--- src/rtl/mpram_pkg.sv ---
package mpram_pkg;

  // Writers are grouped in pairs; each pair owns one bank set.
  function automatic int unsigned bank_count(input int unsigned n_wr);
    return (n_wr + 1) / 2;
  endfunction

  // Bank that a given write port feeds.
  function automatic int unsigned bank_of(input int unsigned port);
    return port >> 1;
  endfunction

  // Lane (0 or 1) inside its bank.
  function automatic int unsigned lane_of(input int unsigned port);
    return port & 1;
  endfunction

  // Width of a bank selector, never below one bit.
  function automatic int unsigned sel_width(input int unsigned n_banks);
    return (n_banks > 1) ? $clog2(n_banks) : 1;
  endfunction

endpackage

--- src/rtl/mpram_bank2w.sv ---
module mpram_bank2w #(
  parameter int DEPTH  = 16,
  parameter int DATA_W = 8,
  localparam int AW    = $clog2(DEPTH)
) (
  input  logic              clk,
  input  logic              rst_n,
  input  logic              we0,
  input  logic [AW-1:0]     wa0,
  input  logic [DATA_W-1:0] wd0,
  input  logic              we1,
  input  logic [AW-1:0]     wa1,
  input  logic [DATA_W-1:0] wd1,
  input  logic [AW-1:0]     ra,
  output logic [DATA_W-1:0] rd
);

  logic [DATA_W-1:0] mem [DEPTH];

  // Storage has no reset; lane 1 is written last so it wins a clash.
  always_ff @(posedge clk) begin
    if (we0) mem[wa0] <= wd0;
    if (we1) mem[wa1] <= wd1;
  end

  assign rd = mem[ra];

  wire lane_clash = we0 && we1 && (wa0 == wa1);

  assert_lane0_store_R2: assert property (@(posedge clk) disable iff (!rst_n)
    (we0 && !lane_clash) |=> (mem[$past(wa0)] == $past(wd0)));

  assert_lane1_wins_R4: assert property (@(posedge clk) disable iff (!rst_n)
    we1 |=> (mem[$past(wa1)] == $past(wd1)));

endmodule

--- src/rtl/mpram_newest_tbl.sv ---
module mpram_newest_tbl #(
  parameter int NUM_WR = 4,
  parameter int DEPTH  = 16,
  localparam int AW    = $clog2(DEPTH),
  localparam int NB    = mpram_pkg::bank_count(NUM_WR),
  localparam int BW    = mpram_pkg::sel_width(NB)
) (
  input  logic                 clk,
  input  logic                 rst_n,
  input  logic [NUM_WR-1:0]    wr_en,
  input  logic [NUM_WR*AW-1:0] wr_addr,
  output logic [DEPTH-1:0]     hit_vec,
  output logic [DEPTH*BW-1:0]  sel_flat
);

  logic [BW-1:0] sel_q   [DEPTH];
  logic [BW-1:0] sel_nxt [DEPTH];

  // Ports are scanned upward, so the highest-numbered hit decides.
  always_comb begin
    for (int i = 0; i < DEPTH; i++) begin
      sel_nxt[i] = sel_q[i];
      hit_vec[i] = 1'b0;
      for (int p = 0; p < NUM_WR; p++) begin
        if (wr_en[p] && (wr_addr[p*AW +: AW] == AW'(i))) begin
          sel_nxt[i] = BW'(mpram_pkg::bank_of(p));
          hit_vec[i] = 1'b1;
        end
      end
    end
  end

  always_ff @(posedge clk) begin
    for (int i = 0; i < DEPTH; i++) begin
      if (!rst_n) sel_q[i] <= '0;
      else        sel_q[i] <= sel_nxt[i];
    end
  end

  genvar gi;
  generate
    for (gi = 0; gi < DEPTH; gi++) begin : g_out
      assign sel_flat[gi*BW +: BW] = sel_q[gi];

      assert_tbl_hold_R9: assert property (@(posedge clk) disable iff (!rst_n)
        !hit_vec[gi] |=> $stable(sel_q[gi]));

      assert_tbl_range_R9: assert property (@(posedge clk) disable iff (!rst_n)
        hit_vec[gi] |=> (int'(sel_q[gi]) < NB));
    end
  endgenerate

endmodule

--- src/rtl/mpram_valid_arr.sv ---
module mpram_valid_arr #(
  parameter int DEPTH = 16
) (
  input  logic             clk,
  input  logic             rst_n,
  input  logic [DEPTH-1:0] set_vec,
  input  logic [DEPTH-1:0] clr_vec,
  output logic [DEPTH-1:0] valid_q
);

  // Set dominates clear, so a write beats a same-cycle invalidate.
  always_ff @(posedge clk) begin
    if (!rst_n) valid_q <= '0;
    else        valid_q <= (valid_q & ~clr_vec) | set_vec;
  end

  genvar gi;
  generate
    for (gi = 0; gi < DEPTH; gi++) begin : g_chk
      assert_set_wins_R6: assert property (@(posedge clk) disable iff (!rst_n)
        set_vec[gi] |=> valid_q[gi]);

      assert_clear_R5: assert property (@(posedge clk) disable iff (!rst_n)
        (clr_vec[gi] && !set_vec[gi]) |=> !valid_q[gi]);

      assert_idle_hold_R5: assert property (@(posedge clk) disable iff (!rst_n)
        (!clr_vec[gi] && !set_vec[gi]) |=> $stable(valid_q[gi]));
    end
  endgenerate

endmodule

--- src/rtl/mpram_flashinv.sv ---
module mpram_flashinv #(
  parameter int                NUM_WR    = 4,
  parameter int                NUM_RD    = 3,
  parameter int                DEPTH     = 16,
  parameter int                DATA_W    = 8,
  parameter logic [DATA_W-1:0] RESET_VAL = 8'hA5,
  localparam int               AW        = $clog2(DEPTH),
  localparam int               NB        = mpram_pkg::bank_count(NUM_WR),
  localparam int               BW        = mpram_pkg::sel_width(NB)
) (
  input  logic                     clk,
  input  logic                     rst_n,
  input  logic [NUM_WR-1:0]        wr_en,
  input  logic [NUM_WR*AW-1:0]     wr_addr,
  input  logic [NUM_WR*DATA_W-1:0] wr_data,
  input  logic                     inv_en,
  input  logic [DEPTH-1:0]         inv_mask,
  input  logic [NUM_RD*AW-1:0]     rd_addr,
  output logic [NUM_RD*DATA_W-1:0] rd_data
);

  // Named internal events for the checks.
  logic [DEPTH-1:0]    entry_hit;
  logic [DEPTH-1:0]    entry_clr;
  logic [DEPTH-1:0]    valid_q;
  logic [DEPTH*BW-1:0] sel_flat;
  logic [DATA_W-1:0]   bank_rd [NB][NUM_RD];
  wire                 any_wr = |wr_en;

  assign entry_clr = inv_en ? inv_mask : '0;

  mpram_newest_tbl #(.NUM_WR(NUM_WR), .DEPTH(DEPTH)) u_tbl (
    .clk     (clk),
    .rst_n   (rst_n),
    .wr_en   (wr_en),
    .wr_addr (wr_addr),
    .hit_vec (entry_hit),
    .sel_flat(sel_flat)
  );

  mpram_valid_arr #(.DEPTH(DEPTH)) u_valid (
    .clk    (clk),
    .rst_n  (rst_n),
    .set_vec(entry_hit),
    .clr_vec(entry_clr),
    .valid_q(valid_q)
  );

  genvar gb, gr;
  generate
    for (gb = 0; gb < NB; gb++) begin : g_bank
      localparam int P0 = 2 * gb;
      localparam int P1 = 2 * gb + 1;
      logic              we1;
      logic [AW-1:0]     wa1;
      logic [DATA_W-1:0] wd1;

      if (P1 < NUM_WR) begin : g_pair
        assign we1 = wr_en[P1];
        assign wa1 = wr_addr[P1*AW +: AW];
        assign wd1 = wr_data[P1*DATA_W +: DATA_W];
      end else begin : g_single
        assign we1 = 1'b0;
        assign wa1 = '0;
        assign wd1 = '0;
      end

      // One copy of this bank per read port, all fed the same writes.
      for (gr = 0; gr < NUM_RD; gr++) begin : g_copy
        mpram_bank2w #(.DEPTH(DEPTH), .DATA_W(DATA_W)) u_bank (
          .clk  (clk),
          .rst_n(rst_n),
          .we0  (wr_en[P0]),
          .wa0  (wr_addr[P0*AW +: AW]),
          .wd0  (wr_data[P0*DATA_W +: DATA_W]),
          .we1  (we1),
          .wa1  (wa1),
          .wd1  (wd1),
          .ra   (rd_addr[gr*AW +: AW]),
          .rd   (bank_rd[gb][gr])
        );
      end
    end
  endgenerate

  // Read steering: valid bit gates, newest-bank table selects the copy.
  always_comb begin
    for (int r = 0; r < NUM_RD; r++) begin
      logic [AW-1:0] a;
      logic [BW-1:0] s;
      a = rd_addr[r*AW +: AW];
      s = sel_flat[int'(a)*BW +: BW];
      rd_data[r*DATA_W +: DATA_W] = RESET_VAL;
      if (valid_q[a]) begin
        for (int b = 0; b < NB; b++) begin
          if (s == BW'(b)) rd_data[r*DATA_W +: DATA_W] = bank_rd[b][r];
        end
      end
    end
  end

  // One cycle of history after reset before comparing against the past.
  logic live_q;
  always_ff @(posedge clk) begin
    if (!rst_n) live_q <= 1'b0;
    else        live_q <= 1'b1;
  end

  generate
    for (gr = 0; gr < NUM_RD; gr++) begin : g_rchk
      assert_read_stable_R8: assert property (@(posedge clk) disable iff (!rst_n)
        (live_q && !$past(any_wr) && !$past(inv_en) && $stable(rd_addr[gr*AW +: AW]))
          |-> $stable(rd_data[gr*DATA_W +: DATA_W]));
    end
  endgenerate

  assert_no_clr_at_idle_R5: assert property (@(posedge clk) disable iff (!rst_n)
    !inv_en |-> (entry_clr == '0));

endmodule

--- config.mk ---
export PLATFORM = sky130hd
export DESIGN_NAME = mpram_flashinv
export DESIGN_NICKNAME = d
export VERILOG_FILES = /design/src/rtl/mpram_pkg.sv /design/src/rtl/mpram_bank2w.sv /design/src/rtl/mpram_newest_tbl.sv /design/src/rtl/mpram_valid_arr.sv /design/src/rtl/mpram_flashinv.sv
export SDC_FILE = /design/constraint.sdc
export NUM_CORES = 1
export LEC_CHECK = 0
export BUFFER_PORTS_ARGS = -buffer_cell sky130_fd_sc_hd__buf_2
export CORE_MARGIN = 2
export CORE_UTILIZATION = 30
export CTS_CLUSTER_SIZE = 16
export DETAILED_ROUTE_END_ITERATION = 8
export PLACE_DENSITY = 0.55
export SYNTH_ARGS = -nofsm -noshare
export SYNTH_HDL_FRONTEND = slang
export SYNTH_SLANG_ARGS = --single-unit
export TNS_END_PERCENT = 5
--- constraint.sdc ---
create_clock -name clk -period 2.6 [get_ports clk]
set_input_delay 0.52 -clock clk [delete_from_list [all_inputs] [get_ports clk]]
set_output_delay 0.52 -clock clk [all_outputs]
set_load 0.02 [all_outputs]
==> metrics.md, run 1 <==
| Metric | Value |
|---|---|
| Status | `complete, but fails checks` |
| Failing checks | `negative setup slack` |
| WP data required | `2080 ps` |
| Kind of start point of the critical path | `register` |
| Final Hold Vio Count | `0` |
| CP cell instances | `mux4_2, mux2i_2, mux2i_2, buf_12, buf_4, a211o_1, buf_4` |
| H-tree lvl count | `2` |
| FMAX | `0.327 GHz` |
| Max-Cap Viols | `0` |
| Hold_ws | `375 ps` |
| Reg clk slew, reported paths | `50 ps` |
| Initial core utilization | `30.4%` |
| Clock power share | `38.8%` |
| Final worst setup slack | `-454 ps` |
| Ports | `107` |
| Cell Pwr Density | `531 mW/mm2` |
| Switching Share | `26.6%` |
| Vias in the first global route | `14294` |
| Critical path class | `reg2out` |
| Flop pwr share | `42.5%` |
| Global Route Usage Sum | `20.7%` |
| Post-layout util | `37.6%` |
| Critical path's largest stage delay | `490 ps` |
| Worst-path fanout max | `13` |
| RSZ-0062 raised after global routing | `yes` |
| Hold crit path type | `in2reg` |
| Clock Tree Buf Depth | `3` |
| # hold bufs at CTS | `0` |
| Mapped Nets | `1383` |
| Die Span Y | `257 um` |
| Residual DRC | `0` |
| Drt total wl | `68600 um` |
| Int Pwr | `9.30 mW` |
| Top_reg_cell synth | `edfxtp_1` |
| Post-synth ARST share | `0%` |
| Synth Instances | `1300` |
| Initial antenna violation count | `5` |
| Fill cell count | `6033` |
| DR WL/cell | `28.6 um` |
| Post-DP HPWL | `51000 um` |
| CTS tree | `built` |
| Vias | `13921` |
| Die Area | `0.0662 mm2` |
| Fin crit share | `117%` |
| Post-synth EDFFs | `256` |
| Sw power | `3.37 mW` |
| Comb power frac | `18.7%` |
| CTS root buffer | `clkbuf_16` |
| Worst EP arrival | `2530 ps` |
| Avg Inst Size Synth | `14.8 um2` |
| Peak VDD IR | `0.000392 V` |
| Fin Setup TNS | `-8790 ps` |
| Worst-margin pin slew | `762 ps` |
| Synth cell types | `41` |
| Aggregate global routing overflow | `0` |
| Clock Latency Late Sink | `540 ps` |
| Pleak | `8.19 nW` |
| Initial DRC count | `1557` |
| Yosys reg bits | `288` |
| Register area share after synthesis | `43.2%` |
| Gp weighted congestion | `0.857` |
| Vias per inst | `5.80` |
| PortBufs | `106` |
| Core Area | `0.0633 mm2` |
| Final Max Tran Viols | `0` |
| Mapped cell area | `0.0193 mm2` |
| First-pass GRT wire length | `101000 um` |
| Clock skew | `0 ps` |
| # setup viols final | `24` |
| Die Width | `257 um` |
| Placement Rows | `92` |
| TritonCTS Buffers | `34` |
| Fraction of layout cells with a size suffix above 1 | `41.0%` |
| Crit end category | `primary output` |
| Nets | `1612` |
| Crit path max-delay cell type | `mux4_2` |
| Final min period | `3050 ps` |
| Drt pass-1 iters | `5` |
| Synth warn | `0` |
| Largest net degree at the start of global routing | `33` |
| Area delta synth->final | `23.8%` |
| Final Power | `12.7 mW` |
| DRT antenna net count | `0` |
| CTS Sinks | `288` |
| Rel. slew slack | `49.2%` |
metal layers:
layer  up-vias  track usage (%)  share of wire (%)
met4         4             7.34                3.7
met1      7220             28.5                 42
met5         -                0              0.034
met3       121             3.42                7.8
li1       5878                -                  -
met2       698             33.0                 46
registers in the layout, summed over array words and instances, names as in the netlist:
| name | cells |
|---|---|
| g_bank.g_copy.u_bank.mem | 256 |
| u_tbl.sel_q | 16 |
| u_valid.valid_q | 16 |
worst max-delay path: cells and delay by family, from the launching register on:
family                 cells  cell delay [ps]
multiplexers               3              840
buffers and inverters      3              500
flip-flops                 1              340
AO/OA/AOI/OAI              1              300
final timing paths:
path	from	endpoint	slack [ps]	cells past startpoint
worst max-delay path	u_tbl.sel_q[0][7]$_DFF_P_	rd_data[15]	-450	7
worst min-delay path	inv_mask[7]	u_valid.valid_q[7]$_SDFF_PN0_	380	4
worst max register to register	u_valid.valid_q[10]$_SDFF_PN0_	u_valid.valid_q[10]$_SDFF_PN0_	1760	2
worst min register to register	u_tbl.sel_q[1][5]$_DFF_P_	u_tbl.sel_q[1][5]$_DFF_P_	530	2
cells in the mapped netlist, types with 9 or more instances:
cell	instances	area share, %
edfxtp_1	256	40
mux2_1	256	15
mux4_2	212	25
a22oi_1	96	3.7
clkbuf_1	75	1.5
nand2_1	57	1.1
a21oi_1	43	1.1
nor2_1	36	0.70
dfxtp_1	32	3.3
nor2b_1	23	0.75
buf_2	21	0.55
inv_1	15	0.29
buf_1	14	0.27
a211o_1	12	0.55
a21o_1	12	0.47
o22ai_1	11	0.36
buf_6	10	0.58
a21boi_0	9	0.35
mux2i_1	9	0.47
nand2b_1	9	0.29
nand3b_1	9	0.35
o21ai_1	9	0.23
o31a_1	9	0.41
power groups by stage:
stage,Combinational [mW],Sequential (mW),Clock [mW]
CTS,2.30,5.38,4.99
floorplan,1.32,5.41,0
finish,2.37,5.38,4.92
global placement,2.21,5.46,0
detailed placement,2.23,5.48,0
global route,2.50,5.40,5.17
stage by stage:
stage               cell area, um2  setup WS [ps]  cells
floorplan                    19300          -60.2   1300
global placement             22300           -488   2324
detailed placement           22300           -482   2324
CTS                          23600           -463   2383
global route                 23800           -495   2399
finish                       23800           -454   2400
logic make-up after synthesis:
group           share of synthesized area (%)
mux                                      41.2
compound gates                           8.16
buf+inv                                  3.43
simple gates                             4.00
flops                                    43.2
cell usage in the layout, fill, tap and decap left out, types with 9 or more instances in the layout:
cell type / synthesis / final
dfxtp_1: 32 / 26
o31a_1: 9 / 9
o22ai_1: 11 / 11
buf_4: 7 / 182
o21ai_1: 9 / 9
a22oi_2: 0 / 17
a21oi_1: 43 / 31
a211o_1: 12 / 12
clkinv_1: 0 / 9
edfxtp_1: 256 / 256
nor2_1: 36 / 36
mux2_1: 256 / 256
buf_6: 10 / 15
buf_2: 21 / 81
mux4_2: 212 / 213
nand2_1: 57 / 53
nand3b_1: 9 / 9
inv_1: 15 / 15
nor2b_1: 23 / 23
nand2b_1: 9 / 9
a22oi_1: 96 / 79
a21o_1: 12 / 11
a21boi_0: 9 / 9
buf_12: 0 / 38
clkbuf_16: 0 / 35
cell type report:
| cell class | instances | area [um2] | area share [%] |
|---|---|---|---|
| antenna | 2 | 5.00 | 0.0210 |
| clock buffer | 39 | 870 | 3.65 |
| clock inverter | 20 | 241 | 1.01 |
| inverter | 15 | 56.3 | 0.236 |
| multi-input combinational | 870 | 10500 | 44.0 |
| sequential | 288 | 8340 | 35.0 |
| tap | 846 | 1060 | 4.44 |
| timing repair buffer | 320 | 2780 | 11.6 |
what timing repair did:
action                                  CTS  global route
pin swaps                                11             4
endpoints found under the setup margin   24            24
cloned                                    0             1
gates resized for setup                  66            23
buffers inserted                          0            14
Note: power is estimated with default switching activity, not from simulation.
==> run 2, diff against run 1 <==
Settings changed: GPL_ROUTABILITY_DRIVEN set to 0, PLACE_DENSITY 0.55 to 0.53, SETUP_SLACK_MARGIN set to 0.05.
Clock period 2.6 ns to 3.4 ns, I/O delays scaled along.
==> metrics.md, run 2 (synthesis results as in run 1) <==
| Metric | Value |
|---|---|
| Vias | `13728 (-1.4%)` |
| Kind of start point of the critical path | `input pin` |
| Worst-margin pin slew | `1040 ps (+276 ps)` |
| # hold bufs at CTS | `0 (unchanged)` |
| FMAX | `0.299 GHz` |
| PortBufs | `106 (unchanged)` |
| RSZ-0062 raised after global routing | `yes` |
| Placement Rows | `92 (unchanged)` |
| Pleak | `7.89 nW (-3.7%)` |
| Area delta synth->final | `20.3%` |
| Aggregate global routing overflow | `0 (unchanged)` |
| First-pass GRT wire length | `98600 um (-2.1%)` |
| WP data required | `2720 ps (+640 ps)` |
| Dpl cells | `2275 (-2.1%)` |
| Status | `complete, no violations` |
| Ports | `107 (unchanged)` |
| Largest registers | `g_bank.g_copy.u_bank.mem x256, u_tbl.sel_q x16, u_valid.valid_q x16` |
| Fraction of layout cells with a size suffix above 1 | `37.7% (-3.3 points)` |
| CTS tree | `built` |
| Vias per inst | `5.85 (+0.84%)` |
| Most frequent cells in the layout | `mux2_1, edfxtp_1, mux4_2, buf_4, buf_2` |
| Clock Tree Buf Depth | `3 (unchanged)` |
| TritonCTS Buffers | `36 (+5.9%)` |
| Hold path startpoint | `inv_mask[7]` |
| CTS root buffer | `clkbuf_16` |
| Crit end category | `primary output` |
| Final min period | `3340 ps` |
| Final Power | `9.60 mW (-24%)` |
| DR WL/cell | `28.9 um (+1.1%)` |
| Die Area | `0.0662 mm2 (unchanged)` |
| Rel. slew slack | `30.8% (-18 points)` |
| Post-DP HPWL | `50500 um (-1.0%)` |
| Max reg flops | `256 (unchanged)` |
| Hold crit path type | `in2reg` |
| DRT antenna net count | `0 (unchanged)` |
| Worst r2r src | `u_valid.valid_q[2]$_SDFF_PN0_` |
| # setup viols final | `0 (-100%)` |
| Peak VDD IR | `0.000319 V (-19%)` |
| Worst-path fanout max | `9 (-4)` |
| Final instance area | `0.0232 mm2 (-2.8%)` |
| Post-Layout Cell Count | `2347 (-2.2%)` |
| Fin Setup TNS | `0 ps (+8790 ps)` |
| Die Span Y | `257 um (unchanged)` |
| Beginning of the critical path | `rd_addr[9]` |
| Worst EP arrival | `2660 ps (+130 ps)` |
| Largest net degree at the start of global routing | `33 (unchanged)` |
| Initial core utilization | `30.4% (unchanged)` |
| CTS Sinks | `288 (unchanged)` |
| Reg clk slew, reported paths | `60 ps (about the same)` |
| Vias in the first global route | `13834 (-3.2%)` |
| Critical path class | `in2out` |
| Drt total wl | `67800 um (-1.2%)` |
| Max-Cap Viols | `0 (unchanged)` |
| H-tree lvl count | `2 (unchanged)` |
| Global Route Usage Sum | `20.3% (-0.36 points)` |
| Final Hold Vio Count | `0 (unchanged)` |
| Fin crit share | `98.2%` |
| Final Max Tran Viols | `0 (unchanged)` |
| Top reg by flops | `g_bank.g_copy.u_bank.mem` |
| Cell Pwr Density | `414 mW/mm2 (-22%)` |
| Clock skew | `0 ps (unchanged)` |
| Residual DRC | `0 (unchanged)` |
| Drt pass-1 iters | `5 (unchanged)` |
| Initial antenna violation count | `4 (-1)` |
| Clock Latency Late Sink | `530 ps (about the same)` |
| Die Width | `257 um (unchanged)` |
| Final worst setup slack | `60.1 ps (+514 ps)` |
| Nets | `1555 (-3.5%)` |
| Core Area | `0.0633 mm2 (unchanged)` |
| Pre-CTS setup slack | `-133 ps (+350 ps)` |
| Initial DRC count | `1483 (-4.8%)` |
| Cell Area, Placed | `0.0217 mm2 (-2.3%)` |
run 2: changes by cell type in the layout (fill, tap and decap cells not counted), moves of 5 or more:
cell | previous run | this run
buf_6 | 15 | 5
clkinv_1 | 9 | 3
a21oi_4 | 5 | 0
buf_4 | 182 | 128
dfxtp_2 | 6 | 0
clkbuf_16 | 35 | 40
buf_12 | 38 | 28
dfxtp_1 | 26 | 32
a21oi_1 | 31 | 39
buf_2 | 81 | 94
run 2: cell type report:
cell class,count,area (um2)
repair buffers,261,2160
fillers,6046,40100
diodes,4,10.0
inverters,15,56.3
clock inverters,12,96.3
clock buffers,51,1050
multi-input cells,870,10400
well taps,846,1060
flip-flops and latches,288,8330
run 2: worst paths after layout:
path | slack [ps] | endpoint | cells past startpoint
min | 540 | u_valid.valid_q[7]$_SDFF_PN0_ | 4
min reg2reg | 550 | u_tbl.sel_q[0][5]$_DFF_P_ | 2
max reg2reg | 2550 | u_valid.valid_q[2]$_SDFF_PN0_ | 2
max | 60 | rd_data[23] | 8
run 2: where the power goes:
group          switching, mW  internal, mW
logic                  0.903         0.809
clock network           1.54          2.23
registers              0.102          4.01
total                   2.55          7.05
run 2: repair_timing:
item,in CTS,in global routing
cloned,0,1
pin swaps,0,6
setup buffers,4,0
endpoints found under the hold margin,0,0
resized for setup,22,28
endpoints found under the setup margin,22,21
run 2: critical path: stages:
cell and delay [ps]:
buf_8 130, buf_12 160, buf_4 120, mux4_2 470, a22oi_1 340, nand2_1 200, a211o_1 370, buf_4 180
run 2: metrics by stage:
step	util [%]	hold slack, ps
after floorplan	-	507
after global routing	36.6	541
final	36.6	537
after CTS	36.4	509
after detailed placement	34.3	544
after global placement	34.3	540
run 2: layer usage:
metal / GRT usage [%] / vias to the layer above / wire length (um)
met4: 6.18 / 2 / 2030
met1: 28.7 / 7170 / 28800
li1: - / 5757 / -
met5: 0 / - / 12
met3: 3.58 / 111 / 5760
met2: 31.8 / 688 / 31100
==> run 3, diff against run 2 <==
Settings changed: CORE_MARGIN 2 to 1.5, PLACE_DENSITY 0.53 to 0.52, SYNTH_HIERARCHICAL set to 1.
==> metrics.md, run 3 <==
| Metric | Value |
|---|---|
| Status | `complete, no violations` |
| Worst EP arrival | `2680 ps (+20 ps)` |
| DRT antenna net count | `0 (unchanged)` |
| Global Route Usage Sum | `18.1% (-2.2 points)` |
| CTS Sinks | `800 (+180%)` |
| Residual DRC | `0 (unchanged)` |
| Final Hold Vio Count | `0 (unchanged)` |
| Die Area | `0.148 mm2 (+120%)` |
| Placement Rows | `139 (+51%)` |
| Die Width | `384 um (+49%)` |
| Synth Instances | `2709 (+110%)` |
| Synth warn | `6 (+6)` |
| CTS root buffer | `clkbuf_16` |
| Post-Layout Cell Count | `4947 (+110%)` |
| Area share of the largest cell type after synthesis | `52.8% (+13 points)` |
| Final Max Tran Viols | `0 (unchanged)` |
| Most common cell after layout, fill and taps aside | `edfxtp_1` |
| Critical path class | `in2out` |
| # setup viols final | `0 (unchanged)` |
| Vias per inst | `5.33 (-8.9%)` |
| Vias | `26374 (+92%)` |
| Drt total wl | `136000 um (+100%)` |
| Die Span Y | `384 um (+49%)` |
| RSZ-0062 raised after global routing | `yes` |
| Most frequent cell after synthesis | `edfxtp_1` |
| Largest net degree at the start of global routing | `49 (+48%)` |
| First-pass GRT wire length | `196000 um (+99%)` |
| Post-DP HPWL | `89700 um (+78%)` |
| Critical path's largest stage delay | `570 ps (+100 ps)` |
| Area delta synth->final | `17.0%` |
| TritonCTS Buffers | `87 (+140%)` |
| CTS tree | `built` |
| Reg clk slew, reported paths | `60 ps (about the same)` |
| WP buf/inv | `4 (unchanged)` |
| DR WL/cell | `27.4 um (-5.1%)` |
| Max reg flops | `768 (+200%)` |
| Hold_ws | `486 ps (-50.6 ps)` |
| Top reg by flops | `g_bank.g_copy.u_bank/mem` |
| Peak VDD IR | `0.000293 V (-8.0%)` |
| Cell Pwr Density | `461 mW/mm2 (+11%)` |
| Fin Setup TNS | `0 ps (unchanged)` |
| Initial DRC count | `2074 (+40%)` |
| Kind of start point of the critical path | `input pin` |
| Post-synth EDFFs | `768 (+200%)` |
| Ports | `107 (unchanged)` |
| Clock skew | `0 ps (unchanged)` |
| Initial core utilization | `30.3% (-0.11 points)` |
| Mapped Nets | `2792 (+100%)` |
| Top cells by count, synth | `edfxtp_1, mux2_2, mux4_2, a22oi_1, mux2_4` |
| Fin crit share | `98.7% (+0.50 points)` |
| Worst-path fanout max | `14 (+5)` |
| Aggregate global routing overflow | `0 (unchanged)` |
| Yosys reg bits | `800 (+180%)` |
| Mapped cell area | `0.0436 mm2 (+130%)` |
| Top_reg_cell synth | `edfxtp_1` |
| Clock Tree Buf Depth | `3 (unchanged)` |
| FMAX | `0.298 GHz (-0.51%)` |
| Synth cell types | `55 (+34%)` |
| WP data required | `2720 ps (about the same)` |
| Worst-margin pin slew | `1230 ps (+188 ps)` |
| Vias in the first global route | `26978 (+95%)` |
| H-tree lvl count | `3 (+1)` |
| Initial antenna violation count | `12 (+8)` |
| Nets | `3056 (+97%)` |
| Dpl cells | `4772 (+110%)` |
| Drt pass-1 iters | `5 (unchanged)` |
| CP cell instances | `buf_4, buf_12, buf_12, mux4_2, a22oi_2, nand2_2, a211o_1, buf_4` |
| Core Area | `0.144 mm2 (+130%)` |
| Fraction of layout cells with a size suffix above 1 | `51.9% (+14 points)` |
| Synth area leaders | `edfxtp_1, mux2_2, mux4_2` |
| Largest registers | `g_bank.g_copy.u_bank/mem x768, u_tbl/sel_q x16, u_valid/valid_q x16` |
| Post-synth ARST share | `0% (unchanged)` |
| Hold crit path type | `in2reg` |
| Rel. slew slack | `17.4% (-13 points)` |
| PortBufs | `106 (unchanged)` |
| Max-Cap Viols | `0 (unchanged)` |
| Cell family with most CP delay | `buffers and inverters` |
| Register area share after synthesis | `54.3% (+11 points)` |
| Final min period | `3360 ps (+17.0 ps)` |
| Crit path max-delay cell type | `mux4_2` |
| Pleak | `17.2 nW (+120%)` |
| Cell taking the most area after synthesis | `edfxtp_1` |
| Avg Inst Size Synth | `16.1 um2 (+8.8%)` |
| Most frequent cells in the layout | `edfxtp_1, mux2_2, buf_4, mux4_2, mux2_4` |
| Crit end category | `primary output` |
| Clock Latency Late Sink | `650 ps (+120 ps)` |
-- run 3: cell types whose count changed in the layout (fill, tap and decap cells not counted), sizes merged, moves of 23 or more --
cell	delta
a21oi	-39
buf	+137
clkbuf	+59
clkinv	+30
edfxtp	+512
mux2	+512
nand2	+23
nand2b	+39
nor2	+38
nor2b	+23
o21ai	+34
o221ai	+32
o22ai	+43
-- run 3: worst paths after layout --
kind / cells past startpoint / end / startpoint / slack (ps)
hold / removal: 4 / u_valid/valid_q[15]$_SDFF_PN0_ / inv_mask[15] / 490
setup reg to reg: 2 / u_tbl/sel_q[0][7]$_DFF_P_ / u_tbl/sel_q[0][7]$_DFF_P_ / 2560
hold reg to reg: 2 / u_tbl/sel_q[1][3]$_DFF_P_ / u_tbl/sel_q[1][3]$_DFF_P_ / 530
setup / recovery: 8 / rd_data[13] / rd_addr[4] / 40
-- run 3: tightest hold or removal path: stages --
cell and delay (ps):
buf_2 70, and2_1 150, nor2b_1 50, o21a_1 150
-- run 3: kinds of logic (layout without fill, tap and decap cells) --
group	count (synthesis)	after routing	share of synthesized area [%]
flip-flops	800	800	54.3
AO/OA/AOI/OAI	307	307	5.03
multiplexers	1001	1002	32.1
buffers and inverters	226	557	3.13
other	0	3	0
AND/OR/NAND/NOR	375	375	5.39
-- run 3: routing by layer --
metal  GRT usage, %  wire length (um)  vias up
met5              0                74        -
met3           2.34              6270      181
li1               -                 -    11528
met2           28.9             63700      709
met4           6.26              4190       12
met1           25.3             61300    13944
-- run 3: layout make-up --
type | instances | area, um2
Fill cell | 13785 | 92900
Clock buffer | 110 | 2330
Antenna cell | 3 | 7.51
Inverter | 2 | 7.51
Multi-Input combinational cell | 1684 | 19000
Clock inverter | 47 | 305
Sequential cell | 800 | 23700
Timing Repair Buffer | 398 | 3370
Tap cell | 1903 | 2380
-- run 3: power by group --
group,leakage [nW],internal [mW],total [mW],switching (mW)
clock network,1.28,5.05,9.07,4.02
registers,7.24,11.2,11.3,0.115
logic,8.64,1.39,3.14,1.75
total,17.2,17.7,23.5,5.88
-- run 3: per-stage QoR --
stage	instance area (um2)	util [%]	setup slack, ps	power [mW]
after floorplan	43600	-	411	13.2
after global placement	47700	33.1	-430	14.5
after detailed placement	47700	33.1	-419	14.5
after CTS	50900	35.3	-1.86	23.8
after global routing	51100	35.5	4.79	24.3
final	51100	35.5	43.0	23.5
-- run 3: repair_timing --
action / in CTS / in global routing
pin swaps: 24 / 4
endpoints found under the hold margin: 0 / 0
gates cloned: 3 / 3
buffers inserted: 2 / 7
hold buffers: 0 / 0
resized for setup: 134 / 12
setup endpoints to repair: 24 / 23
